## config.mk

```make
export PLATFORM = sky130hd
export DESIGN_NAME = rtc_trim_prescaler
export DESIGN_NICKNAME = d
export VERILOG_FILES = /design/src/rtl/rtc_trim_pkg.sv /design/src/rtl/rtc_sec_divider.sv /design/src/rtl/rtc_min_sequencer.sv /design/src/rtl/rtc_pin_mux.sv /design/src/rtl/rtc_trim_prescaler.sv
export SDC_FILE = /design/constraint.sdc
export NUM_CORES = 1
export LEC_CHECK = 0
export BUFFER_PORTS_ARGS = -buffer_cell sky130_fd_sc_hd__buf_2
export CORE_ASPECT_RATIO = 0.9
export CORE_MARGIN = 2
export CORE_UTILIZATION = 50
export CTS_CLUSTER_DIAMETER = 150
export DETAILED_ROUTE_END_ITERATION = 16
export PLACE_DENSITY = 0.66
export SETUP_SLACK_MARGIN = 0.05
export SLEW_MARGIN = 20
export SYNTH_ARGS = -nofsm -noshare
export SYNTH_HDL_FRONTEND = slang
export SYNTH_SLANG_ARGS = --single-unit
```

## constraint.sdc

```tcl
create_clock -name clk -period 5.6 [get_ports clk]
set_input_delay 0.28 -clock clk [delete_from_list [all_inputs] [get_ports clk]]
set_output_delay 0.28 -clock clk [all_outputs]
set_load 0.05 [all_outputs]
```

## src/rtl/rtc_trim_pkg.sv

```systemverilog
package rtc_trim_pkg;

  typedef enum logic [1:0] {
    PIN_ALARM  = 2'b00,
    PIN_SECCLK = 2'b01,
    PIN_SOURCE = 2'b10,
    PIN_RSVD   = 2'b11
  } pin_sel_e;

  // Width that holds a count up to and including max_val.
  function automatic int cnt_width(input int max_val);
    return (max_val > 1) ? $clog2(max_val + 1) : 1;
  endfunction

endpackage

```

## src/rtl/rtc_sec_divider.sv

```systemverilog
module rtc_sec_divider #(
  parameter int SEC_COUNTS = 32768,
  parameter int STEP       = 4,
  parameter int CAL_W      = 8
) (
  input  logic             clk,
  input  logic             rst,
  input  logic             src_en,
  input  logic             first_sec,
  input  logic [CAL_W-1:0] cal_act,
  output logic             sec_wrap,
  output logic             sec_tick,
  output logic             sec_clk
);
  import rtc_trim_pkg::*;

  localparam int MAX_LEN = SEC_COUNTS + STEP * (2 ** (CAL_W - 1));
  localparam int CNT_W   = cnt_width(MAX_LEN);
  localparam int LW      = CNT_W + 2;
  localparam logic signed [LW-1:0] BASE_S = LW'(SEC_COUNTS);
  localparam logic signed [LW-1:0] STEP_S = LW'(STEP);

  logic [CNT_W-1:0]        cnt;
  logic [CNT_W-1:0]        cur_len;
  logic signed [LW-1:0]    cal_ext;
  logic signed [LW-1:0]    len_s;

  // Length of the running second: trimmed only in the first second.
  always_comb begin
    cal_ext = {{(LW-CAL_W){cal_act[CAL_W-1]}}, cal_act};
    if (first_sec) len_s = BASE_S - cal_ext * STEP_S;
    else           len_s = BASE_S;
    cur_len = len_s[CNT_W-1:0];
  end

  assign sec_wrap = src_en && (cnt == cur_len - CNT_W'(1));

  always_ff @(posedge clk) begin
    if (rst) begin
      cnt      <= '0;
      sec_tick <= 1'b0;
      sec_clk  <= 1'b0;
    end else begin
      sec_tick <= sec_wrap;
      sec_clk  <= (cnt < (cur_len >> 1));
      if (src_en) begin
        if (sec_wrap) cnt <= '0;
        else          cnt <= cnt + CNT_W'(1);
      end
    end
  end

  AST_CNT_IN_RANGE: assert property (@(posedge clk) disable iff (rst)
    cnt < cur_len);

  AST_TICK_SINGLE: assert property (@(posedge clk) disable iff (rst)
    sec_tick |=> !sec_tick);

  AST_CNT_HOLDS_IDLE: assert property (@(posedge clk) disable iff (rst)
    !src_en |=> $stable(cnt));

endmodule

```

## src/rtl/rtc_min_sequencer.sv

```systemverilog
module rtc_min_sequencer #(
  parameter int SECS_PER_MIN = 60,
  parameter int CAL_W        = 8
) (
  input  logic             clk,
  input  logic             rst,
  input  logic             sec_wrap,
  input  logic [CAL_W-1:0] cal_reg,
  output logic             first_sec,
  output logic [CAL_W-1:0] cal_act,
  output logic             min_tick
);
  import rtc_trim_pkg::*;

  localparam int IDX_W = cnt_width(SECS_PER_MIN - 1);
  localparam logic [IDX_W-1:0] LAST_IDX = IDX_W'(SECS_PER_MIN - 1);

  logic [IDX_W-1:0] sec_idx;
  logic             min_wrap;

  assign first_sec = (sec_idx == '0);
  assign min_wrap  = sec_wrap && (sec_idx == LAST_IDX);

  always_ff @(posedge clk) begin
    if (rst) begin
      sec_idx  <= '0;
      cal_act  <= '0;
      min_tick <= 1'b0;
    end else begin
      min_tick <= min_wrap;
      if (min_wrap) begin
        sec_idx <= '0;
        cal_act <= cal_reg;
      end else if (sec_wrap) begin
        sec_idx <= sec_idx + IDX_W'(1);
      end
    end
  end

  AST_CAL_HELD_IN_MINUTE: assert property (@(posedge clk) disable iff (rst)
    !min_wrap |=> $stable(cal_act));

  AST_IDX_BOUNDED: assert property (@(posedge clk) disable iff (rst)
    sec_idx <= LAST_IDX);

endmodule

```

## src/rtl/rtc_pin_mux.sv

```systemverilog
module rtc_pin_mux (
  input  logic       clk,
  input  logic       rst,
  input  logic       oe,
  input  logic [1:0] sel,
  input  logic       alarm,
  input  logic       sec_clk,
  input  logic       src_en,
  output logic       pin
);
  import rtc_trim_pkg::*;

  logic pin_d;

  always_comb begin
    pin_d = 1'b0;
    if (oe) begin
      unique case (pin_sel_e'(sel))
        PIN_ALARM:  pin_d = alarm;
        PIN_SECCLK: pin_d = sec_clk;
        PIN_SOURCE: pin_d = src_en;
        PIN_RSVD:   pin_d = 1'b0;
        default:    pin_d = 1'b0;
      endcase
    end
  end

  always_ff @(posedge clk) begin
    if (rst) pin <= 1'b0;
    else     pin <= pin_d;
  end

  AST_PIN_OFF_LOW: assert property (@(posedge clk) disable iff (rst)
    !oe |=> !pin);

  AST_RSVD_LOW: assert property (@(posedge clk) disable iff (rst)
    (sel == 2'b11) |=> !pin);

endmodule

```

## src/rtl/rtc_trim_prescaler.sv

```systemverilog
module rtc_trim_prescaler #(
  parameter int SEC_COUNTS   = 32768,
  parameter int SECS_PER_MIN = 60,
  parameter int STEP         = 4,
  parameter int CAL_W        = 8
) (
  input  logic             clk,
  input  logic             rst,
  input  logic             src_en,
  input  logic             alarm_pulse,
  input  logic             cfg_we,
  input  logic [CAL_W-1:0] cfg_cal,
  input  logic [1:0]       cfg_sel,
  input  logic             cfg_oe,
  output logic             sec_tick,
  output logic             min_tick,
  output logic             sec_clk,
  output logic             rtc_pin
);

  logic [CAL_W-1:0] cal_reg;
  logic [1:0]       sel_reg;
  logic             oe_reg;
  logic             sec_wrap;
  logic             first_sec;
  logic [CAL_W-1:0] cal_act;

  always_ff @(posedge clk) begin
    if (rst) begin
      cal_reg <= '0;
      sel_reg <= '0;
      oe_reg  <= 1'b0;
    end else if (cfg_we) begin
      cal_reg <= cfg_cal;
      sel_reg <= cfg_sel;
      oe_reg  <= cfg_oe;
    end
  end

  rtc_sec_divider #(
    .SEC_COUNTS (SEC_COUNTS),
    .STEP       (STEP),
    .CAL_W      (CAL_W)
  ) u_div (
    .clk       (clk),
    .rst       (rst),
    .src_en    (src_en),
    .first_sec (first_sec),
    .cal_act   (cal_act),
    .sec_wrap  (sec_wrap),
    .sec_tick  (sec_tick),
    .sec_clk   (sec_clk)
  );

  rtc_min_sequencer #(
    .SECS_PER_MIN (SECS_PER_MIN),
    .CAL_W        (CAL_W)
  ) u_seq (
    .clk       (clk),
    .rst       (rst),
    .sec_wrap  (sec_wrap),
    .cal_reg   (cal_reg),
    .first_sec (first_sec),
    .cal_act   (cal_act),
    .min_tick  (min_tick)
  );

  rtc_pin_mux u_pin (
    .clk     (clk),
    .rst     (rst),
    .oe      (oe_reg),
    .sel     (sel_reg),
    .alarm   (alarm_pulse),
    .sec_clk (sec_clk),
    .src_en  (src_en),
    .pin     (rtc_pin)
  );

  AST_MIN_WITH_SEC: assert property (@(posedge clk) disable iff (rst)
    min_tick |-> sec_tick);

  AST_CFG_RESET_ZERO: assert property (@(posedge clk)
    $past(rst) |-> (cal_reg == '0 && sel_reg == '0 && !oe_reg));

endmodule

```

==> results of run 1 <==
cells in the mapped netlist, types with 12 or more instances:
cell type	number	area share
a21oi_1	13	0.021
dfxtp_1	45	0.30
ha_1	18	0.074
mux2i_1	22	0.072
nand2_1	18	0.022
nand2b_1	17	0.035
nand3_1	16	0.026
nor2_1	38	0.047
o21ai_0	16	0.026
xnor2_1	12	0.035
xor2_1	14	0.040
stage by stage:
stage          setup WS (ns)  total power (W)  cell area [sq um]  cells
3_5_place_dp            1.54         0.000369               3140    436
6_report                1.50         0.000556               3220    444
3_3_place_gp            1.71         0.000368               3140    436
2_1_floorplan           1.87         0.000358               3040    367
5_1_grt                 1.06         0.000580               3220    444
4_1_cts                 1.53         0.000564               3220    444
report_power, final:
group	total, W	internal [W]	switching (W)	leakage, nW
registers	0.000331	0.000326	0.00000447	0.365
logic	0.0000302	0.0000135	0.0000167	0.853
clock network	0.000196	0.0000880	0.000108	0.0374
placed cells by master, fill, tap and decap left out, drive strengths merged, types with 6 or more instances in the layout:
cell type / n
ha: 18
nor2: 38
or3: 11
o21a: 7
nand2b: 17
and3: 7
clkbuf: 6
xnor2: 12
nor3: 7
xor2: 14
mux2i: 22
nand4: 9
inv: 12
nand2: 18
a21oi: 13
buf: 20
nand3: 16
dfxtp: 45
o21ai: 18
logic make-up after synthesis:
logic type	share of synthesized area
buf+inv	0.0469
simple gates	0.279
compound gates	0.150
fa+ha+maj	0.0740
xor+xnor	0.0822
flops	0.296
mux	0.0723
final cells by class:
cell class	instances	area, sq um	area share
clock inverters	2	15.0	0.00466
clock buffers	6	72.6	0.0225
well taps	70	87.6	0.0272
multi-input cells	289	2000	0.620
repair buffers	20	103	0.0318
flip-flops and latches	45	901	0.279
inverters	12	45.0	0.0140
how the worst max path moves through the flow:
| stage | from | end | slack (ns) | cells after the start |
|---|---|---|---|---|
| 2_1_floorplan | u_seq.sec_idx[0] | u_seq.sec_idx[3] | 1.87 | 18 |
| 3_3_place_gp | u_seq.sec_idx[0] | u_div.cnt[10] | 1.71 | 15 |
| 3_5_place_dp | u_seq.sec_idx[0] | u_div.cnt[15] | 1.54 | 15 |
| 4_1_cts | u_seq.sec_idx[0] | u_div.cnt[15] | 1.53 | 15 |
| 5_1_grt | u_seq.sec_idx[0] | u_div.cnt[15] | 1.06 | 15 |
| 6_report | u_seq.sec_idx[0] | u_div.cnt[15] | 1.50 | 15 |
per-layer routing:
metal	routed length [um]	part of all wire
met5	0	0
met4	34	0.0050
met3	342	0.050
met2	2990	0.44
met1	3450	0.51
worst min-delay path, stage by stage:
cell and delay [ns]:
buf_2 0.07, mux2i_1 0.05, nor2_1 0.07
==> flow_metrics.tcl, run 1 <==
set metrics [dict create \
    cts_buffer_depth 2 \
    core_area_sq_um 5790 \
    ioPinCount 20 \
    ir_worst_vdd_mv 0.145 \
    rsz0062_at_grt "no" \
    min_period_over_period 0.733 \
    min_path_type "input port to flip-flop" \
    die_h_um 78.0 \
    drv_cap 0 \
    start_util 0.526 \
    cts_tree "built" \
    gp_congestion 0.925 \
    antenna_found_initial 0 \
    fin_tns_setup_ns 0 \
    drt_iter0_markers 126 \
    syn-cell-area_sq_um 3040 \
    hold_depth 3 \
    grtUsageMet2 0.322 \
    worstHoldStart "cfg_cal[6]" \
    postCtsHoldBufs 0 \
    port-buffer-count 19 \
    cts_made_buffers 5 \
    grt-ovfl-total 0 \
    die-area_sq_um 6730 \
    worst_path_most_repeated_cell "ha_1" \
    die_x_um 86.3 \
    met3_usage 0.0336 \
    ctsResizeCount 0 \
    h-tree-depth 2 \
    ys_ff_latch 45 \
    drcViolationCount 0 \
    use_met1 0.327 \
    grt_pass1_vias 2474 \
    worst_path_max_delay_cell "or4_1" \
    tightest_slew_ns 0.780 \
    cts-root-buf "clkbuf_8" \
    fin_nets 407 \
    worstPathRequired_ns 5.76 \
    fillCellCount 541 \
    p_leak_nw 1.26 \
    rows 26 \
    synth_fp_nets 401 \
    min_period_ns 4.10 \
    finalSetupViolCount 0 \
    hold_slack_ns 0.218 \
    cts_setup_buffers 0 \
    synth.distinct_cells 56 \
    start_kind "flip-flop" \
    drive_gt1_frac 0.0963 \
    synth-seq-area-share 0.296 \
    whs_endpoint "cal_reg[6]" \
    clock_latency_ns 0.29 \
    hpwlAfterDp_um 5150 \
    max_slew_margin 0.475 \
    grt_pass1_wl_um 11800 \
    wl_per_cell_um 15.3 \
    worstRegToRegCells 15 \
    ys.flop_type "dfxtp_1" \
    end_kind "flip-flop" \
    ys_async_sr_fraction 0 \
    outcome "complete, no violations" \
    postSynthCellCount 367 \
    num_vias 2592 \
    fin_skew_ns 0.00515 \
    final_core_util 0.557 \
    path_max_fanout 14 \
    clkTransAtPathRegs_ns 0.08 \
    drv_slew 0 \
    arrival_ns 4.27 \
    antenna_left 0 \
    max_freq_mhz 244 \
    routed_wl_um 6820 \
    finalHoldViolCount 0 \
    r2r-start "u_seq.sec_idx[0]" \
    antenna_cells 0 \
    largest_reg_flops 16 \
    worst-path-buf-inv 1 \
    critical_path.cell_chain "inv_1 -> ha_1 -> nor3b_1 -> and2_1 -> nand2_1 -> ha_1 -> xnor2_1 -> xor2_1 -> a31oi_1 -> o21ai_0 -> o2111ai_1 -> nand4bb_1 -> or4_1 -> nand2b_1 -> nor2_1" \
    clock-sinks 45 \
    synth_edf_count 0 \
    slowest_delay_ns 0.61 \
    p_per_area_nw_per_um2 173 \
    cpLargestDelayFamily "simple AND/OR/NAND/NOR gates" \
    yosysWarnings 0 \
    rrSetupSlack_ns 1.50 \
    grt_busiest_layer "met1" \
    grtUsageTotal 0.218 \
    drtPass1Iterations 4 \
    grt_max_degree 39 \
    crit_type "flip-flop to flip-flop" \
    postSynthAreaPerCell_sq_um 8.29 \
    area_delta_synth_final_pct 5.92 \
    viasPerCell 5.84 \
    worstReg2RegEnd "u_div.cnt[15]" \
]
(Power assumes the default switching activity.)
==> inputs of run 2 (changes only) <==
--- a/config.mk
+++ b/config.mk
@@ -11,7 +11,7 @@
 export CORE_UTILIZATION = 50
 export CTS_CLUSTER_DIAMETER = 150
 export DETAILED_ROUTE_END_ITERATION = 16
-export PLACE_DENSITY = 0.66
+export PLACE_DENSITY = 0.68
 export SETUP_SLACK_MARGIN = 0.05
 export SLEW_MARGIN = 20
 export SYNTH_ARGS = -nofsm -noshare
==> constraint.sdc (replaced) <==
create_clock -name clk -period 3.41 [get_ports clk]
set_input_delay 0.1705 -clock clk [delete_from_list [all_inputs] [get_ports clk]]
set_output_delay 0.1705 -clock clk [all_outputs]
set_load 0.05 [all_outputs]
==> flow_metrics.tcl, run 2 (same netlist as run 1, synthesis figures left out) <==
set metrics [dict create \
    outcome "complete, no violations" \
    viasPerCell 5.79 \
    wl_per_cell_um 15.1 \
    dp_slack_ns -0.0537 \
    design_power_total_w 0.00103 \
    wl_met3_um 241 \
    num_vias 2732 \
    die_x_um 86.3 \
    drv_slew 0 \
    hold_slack_ns 0.0994 \
    routed_wl_um 7120 \
    antenna_cells 0 \
    finalHoldViolCount 0 \
    grt_pass1_vias 2477 \
    cts-root-buf "clkbuf_8" \
    fin_skew_ns 0.00668 \
    area_delta_synth_final_pct 20.6 \
    port-buffer-count 19 \
    die_h_um 78.0 \
    cts_made_buffers 5 \
    drcViolationCount 0 \
    die-area_sq_um 6730 \
    clock_latency_ns 0.31 \
    largest_reg_flops 16 \
    tightest_slew_ns 0.624 \
    drtPass1Iterations 4 \
    drv_cap 0 \
    drt_iter0_markers 134 \
    antenna_left 0 \
    drive_gt1_frac 0.221 \
    fillCellCount 499 \
    clock-sinks 45 \
    antenna_found_initial 0 \
    max_slew_margin 0.584 \
    h-tree-depth 2 \
    wl_met1_um 3530 \
    p_per_area_nw_per_um2 279 \
    hpwlAfterDp_um 5210 \
    regArea_sq_um 906 \
    final_core_util 0.634 \
    ioPinCount 20 \
    start_util 0.526 \
    worstPathRequired_ns 3.65 \
    cts_tree "built" \
    final_common_cell "dfxtp_1" \
    arrival_ns 3.57 \
    crit_type "flip-flop to flip-flop" \
    end_kind "flip-flop" \
    p_leak_nw 1.51 \
    final_cell_mix "dfxtp_1, nor2_1, buf_4" \
    fin_tns_setup_ns 0 \
    path_max_fanout 7 \
    start_kind "flip-flop" \
    min_period_over_period 0.978 \
    finalSetupViolCount 0 \
    max_freq_mhz 300 \
    fin_nets 435 \
    grt_max_degree 39 \
    min_period_ns 3.34 \
    ir_worst_vdd_mv 0.152 \
    grt_pass1_wl_um 11700 \
    worst_slack_ns 0.0733 \
    grt-ovfl-total 0 \
    cts_buffer_depth 2 \
    min_path_type "input port to flip-flop" \
    core_area_sq_um 5790 \
    clkTransAtPathRegs_ns 0.09 \
    multiInputGateArea_sq_um 2180 \
    gp_congestion 0.881 \
    route.top_layer_used "met4" \
    rows 26 \
    routed-wl-met2_um 3220 \
    rsz0062_at_grt "yes" \
    grtUsageTotal 0.218 \
]
==> run 2: stage by stage <==
step	instances	area (sq um)
detailed placement	457	3370
global placement	457	3370
CTS	465	3500
floorplan	367	3140
global route	472	3670
finish	472	3670
==> run 2: final timing paths <==
check	cells past startpoint	to	slack, ns	from
max	9	u_seq.sec_idx[5]	0.07	u_seq.cal_act[0]
min	3	cal_reg[3]	0.1	cfg_cal[3]
max reg2reg	9	u_seq.sec_idx[5]	0.07	u_seq.cal_act[0]
min reg2reg	2	u_seq.cal_act[7]	0.48	cal_reg[7]
==> run 2: timing repair <==
item	in CTS	in global routing
hold buffers	0	0
resized for setup	4	20
setup buffers	0	8
endpoints found under the setup margin	16	28
hold endpoints to repair	0	0
pin swaps	0	13
==> run 2: final cells by class <==
| class | instances | share of cell area |
|---|---|---|
| timing repair buffer | 48 | 0.0907 |
| inverter | 12 | 0.0130 |
| multi-input combinational | 289 | 0.594 |
| clock inverter | 1 | 0.00818 |
| tap | 70 | 0.0239 |
| clock buffer | 7 | 0.0235 |
| sequential | 45 | 0.247 |
==> run 2: worst max-delay path, stage by stage, from the launching register on <==
cell and delay (ns):
dfxtp_1 0.33, or4_4 0.55, or3_1 0.31, and3_1 0.24
xnor3_1 0.34, o21ai_1 0.25, nand4bb_4 0.15, or4_4 0.49
or3_4 0.39, a211oi_2 0.20
==> run 2: report_power, final <==
group	switching (W)	internal [W]
registers	0.00000746	0.000535
logic	0.0000285	0.0000247
clock network	0.000191	0.000239
==> run 2: metal layers <==
metal  vias up  global-route usage
met5         -                   0
met4         0              0.0734
met3        14              0.0358
met2        51               0.335
met1      1289               0.310
li1       1378                   -
==> inputs of run 3 (changes only) <==
--- a/config.mk
+++ b/config.mk
@@ -12,7 +12,7 @@
 export CTS_CLUSTER_DIAMETER = 150
 export DETAILED_ROUTE_END_ITERATION = 16
 export PLACE_DENSITY = 0.68
-export SETUP_SLACK_MARGIN = 0.05
+export SETUP_SLACK_MARGIN = 0.1
 export SLEW_MARGIN = 20
 export SYNTH_ARGS = -nofsm -noshare
 export SYNTH_HDL_FRONTEND = slang
==> flow_metrics.tcl, run 3 (same netlist as run 1, synthesis figures left out) <==
set metrics [dict create \
    drive_gt1_frac 0.209 \
    clock_latency_ns 0.30 \
    antenna_cells 0 \
    start_kind "flip-flop" \
    final_cell_mix "dfxtp_1, nor2_1, mux2i_1, buf_4, buf_2" \
    routed_wl_um 6930 \
    use_met1 0.303 \
    postCtsHoldBufs 0 \
    cts_made_buffers 5 \
    antenna_left 0 \
    r2r-start "u_seq.sec_idx[0]" \
    cts-root-buf "clkbuf_8" \
    wl_per_cell_um 14.8 \
    arrival_ns 3.52 \
    gp_congestion 0.872 \
    clock-sinks 45 \
    p_leak_nw 1.45 \
    finalHoldViolCount 0 \
    area_delta_synth_final_pct 17.6 \
    hpwlAfterDp_um 5180 \
    outcome "complete, no violations" \
    grt_pass1_wl_um 11500 \
    worstReg2RegEnd "u_seq.sec_idx[5]" \
    min_path_type "input port to flip-flop" \
    end_kind "flip-flop" \
    core_area_sq_um 5790 \
    drt_iter0_markers 127 \
    final_cells 468 \
    max_slew_margin 0.569 \
    port-buffer-count 19 \
    grt-ovfl-total 0 \
    fin_nets 431 \
    antenna_found_initial 0 \
    fillCellCount 507 \
    drcViolationCount 0 \
    final_core_util 0.618 \
    grtUsageMet2 0.329 \
    met3_usage 0.0347 \
    rsz0062_at_grt "yes" \
    fin_tns_setup_ns 0 \
    drv_cap 0 \
    regArea_sq_um 908 \
    final_common_cell "dfxtp_1" \
    finalSetupViolCount 0 \
    num_vias 2684 \
    rows 26 \
    worstPathRequired_ns 3.64 \
    crit_path_start "u_seq.sec_idx[0]" \
    fin_skew_ns 0.00690 \
    min_period_over_period 0.965 \
    drtPass1Iterations 5 \
    multiInputGateArea_sq_um 2150 \
    tightest_slew_ns 0.646 \
    grt_max_degree 39 \
    die_x_um 86.3 \
    crit_type "flip-flop to flip-flop" \
    viasPerCell 5.74 \
    worstRegToRegCells 15 \
    p_per_area_nw_per_um2 258 \
    start_util 0.526 \
    hold_slack_ns 0.102 \
    cts_tree "built" \
    die-area_sq_um 6730 \
    ir_worst_vdd_mv 0.171 \
    largest_reg_flops 16 \
    rrSetupSlack_ns 0.12 \
    min_period_ns 3.29 \
    ioPinCount 20 \
    max_freq_mhz 304 \
    h-tree-depth 2 \
    worst_slack_ns 0.118 \
    grt_pass1_vias 2433 \
    grt_busiest_layer "met2" \
    dp.cells 455 \
    dp_slack_ns 0.0235 \
    die_h_um 78.0 \
    path_max_fanout 3 \
    grtUsageTotal 0.214 \
    crit_end "u_seq.sec_idx[5]" \
    drv_slew 0 \
    cts_buffer_depth 2 \
    clkTransAtPathRegs_ns 0.08 \
]
==> run 3: cell count changes in the layout (fill, tap and decap cells not counted), sizes merged <==
cell	change
bufinv	-1
clkbuf	-1
buf	-4
clkinv	+2
==> run 3: worst min-delay path by stage <==
stage / from / end / slack, ns / cells past startpoint
after floorplan: cfg_oe / oe_reg / 0.32 / 2
after global placement: cfg_cal[5] / cal_reg[5] / 0.40 / 3
after detailed placement: cfg_cal[7] / cal_reg[7] / 0.42 / 3
after CTS: cfg_cal[7] / cal_reg[7] / 0.1 / 3
after global routing: cfg_cal[7] / cal_reg[7] / 0.10 / 3
final: cfg_cal[7] / cal_reg[7] / 0.10 / 3
==> run 3: timing repair <==
| item | CTS | global route |
|---|---|---|
| gates resized for setup | 4 | 22 |
| setup buffers | 0 | 5 |
| setup endpoints to repair | 17 | 31 |
| pin swaps | 0 | 4 |
==> run 3: layer usage <==
| layer | share of wire | wire [um] |
|---|---|---|
| met1 | 0.51 | 3520 |
| met2 | 0.45 | 3110 |
| met3 | 0.031 | 214 |
| met4 | 0.011 | 76 |
| met5 | 0 | 0 |
==> run 3: stage by stage <==
step | total power (W) | cell area [sq um]
6_report | 0.000924 | 3580
5_1_grt | 0.000959 | 3580
4_1_cts | 0.000937 | 3450
3_5_place_dp | 0.000608 | 3360
3_3_place_gp | 0.000607 | 3360
2_1_floorplan | 0.000588 | 3140
==> run 3: cell type report <==
class,count,area share
multi-input combinational,289,0.599
sequential,45,0.254
timing repair buffer,44,0.0856
clock inverter,2,0.00280
tap,70,0.0245
inverter,12,0.0140
clock buffer,6,0.0203
==> run 3: power by group <==
group	switching (W)	internal, W
Sequential	0.00000737	0.000534
Combinational	0.0000283	0.0000252
Clock	0.000187	0.000142
Total	0.000222	0.000702
==> run 3: worst max-delay path, cell delays in order, from the launching register on <==
cell and delay [ns]:
dfxtp_4 0.36, inv_4 0.06, ha_4 0.11, nor3b_4 0.23
and2_4 0.20, nand2_4 0.05, ha_4 0.17, xnor2_4 0.15
nor4b_2 0.27, a31oi_1 0.08, o21ai_2 0.15, o2111ai_2 0.13
nand4bb_1 0.26, or4_4 0.47, or3_1 0.35, a211oi_2 0.17
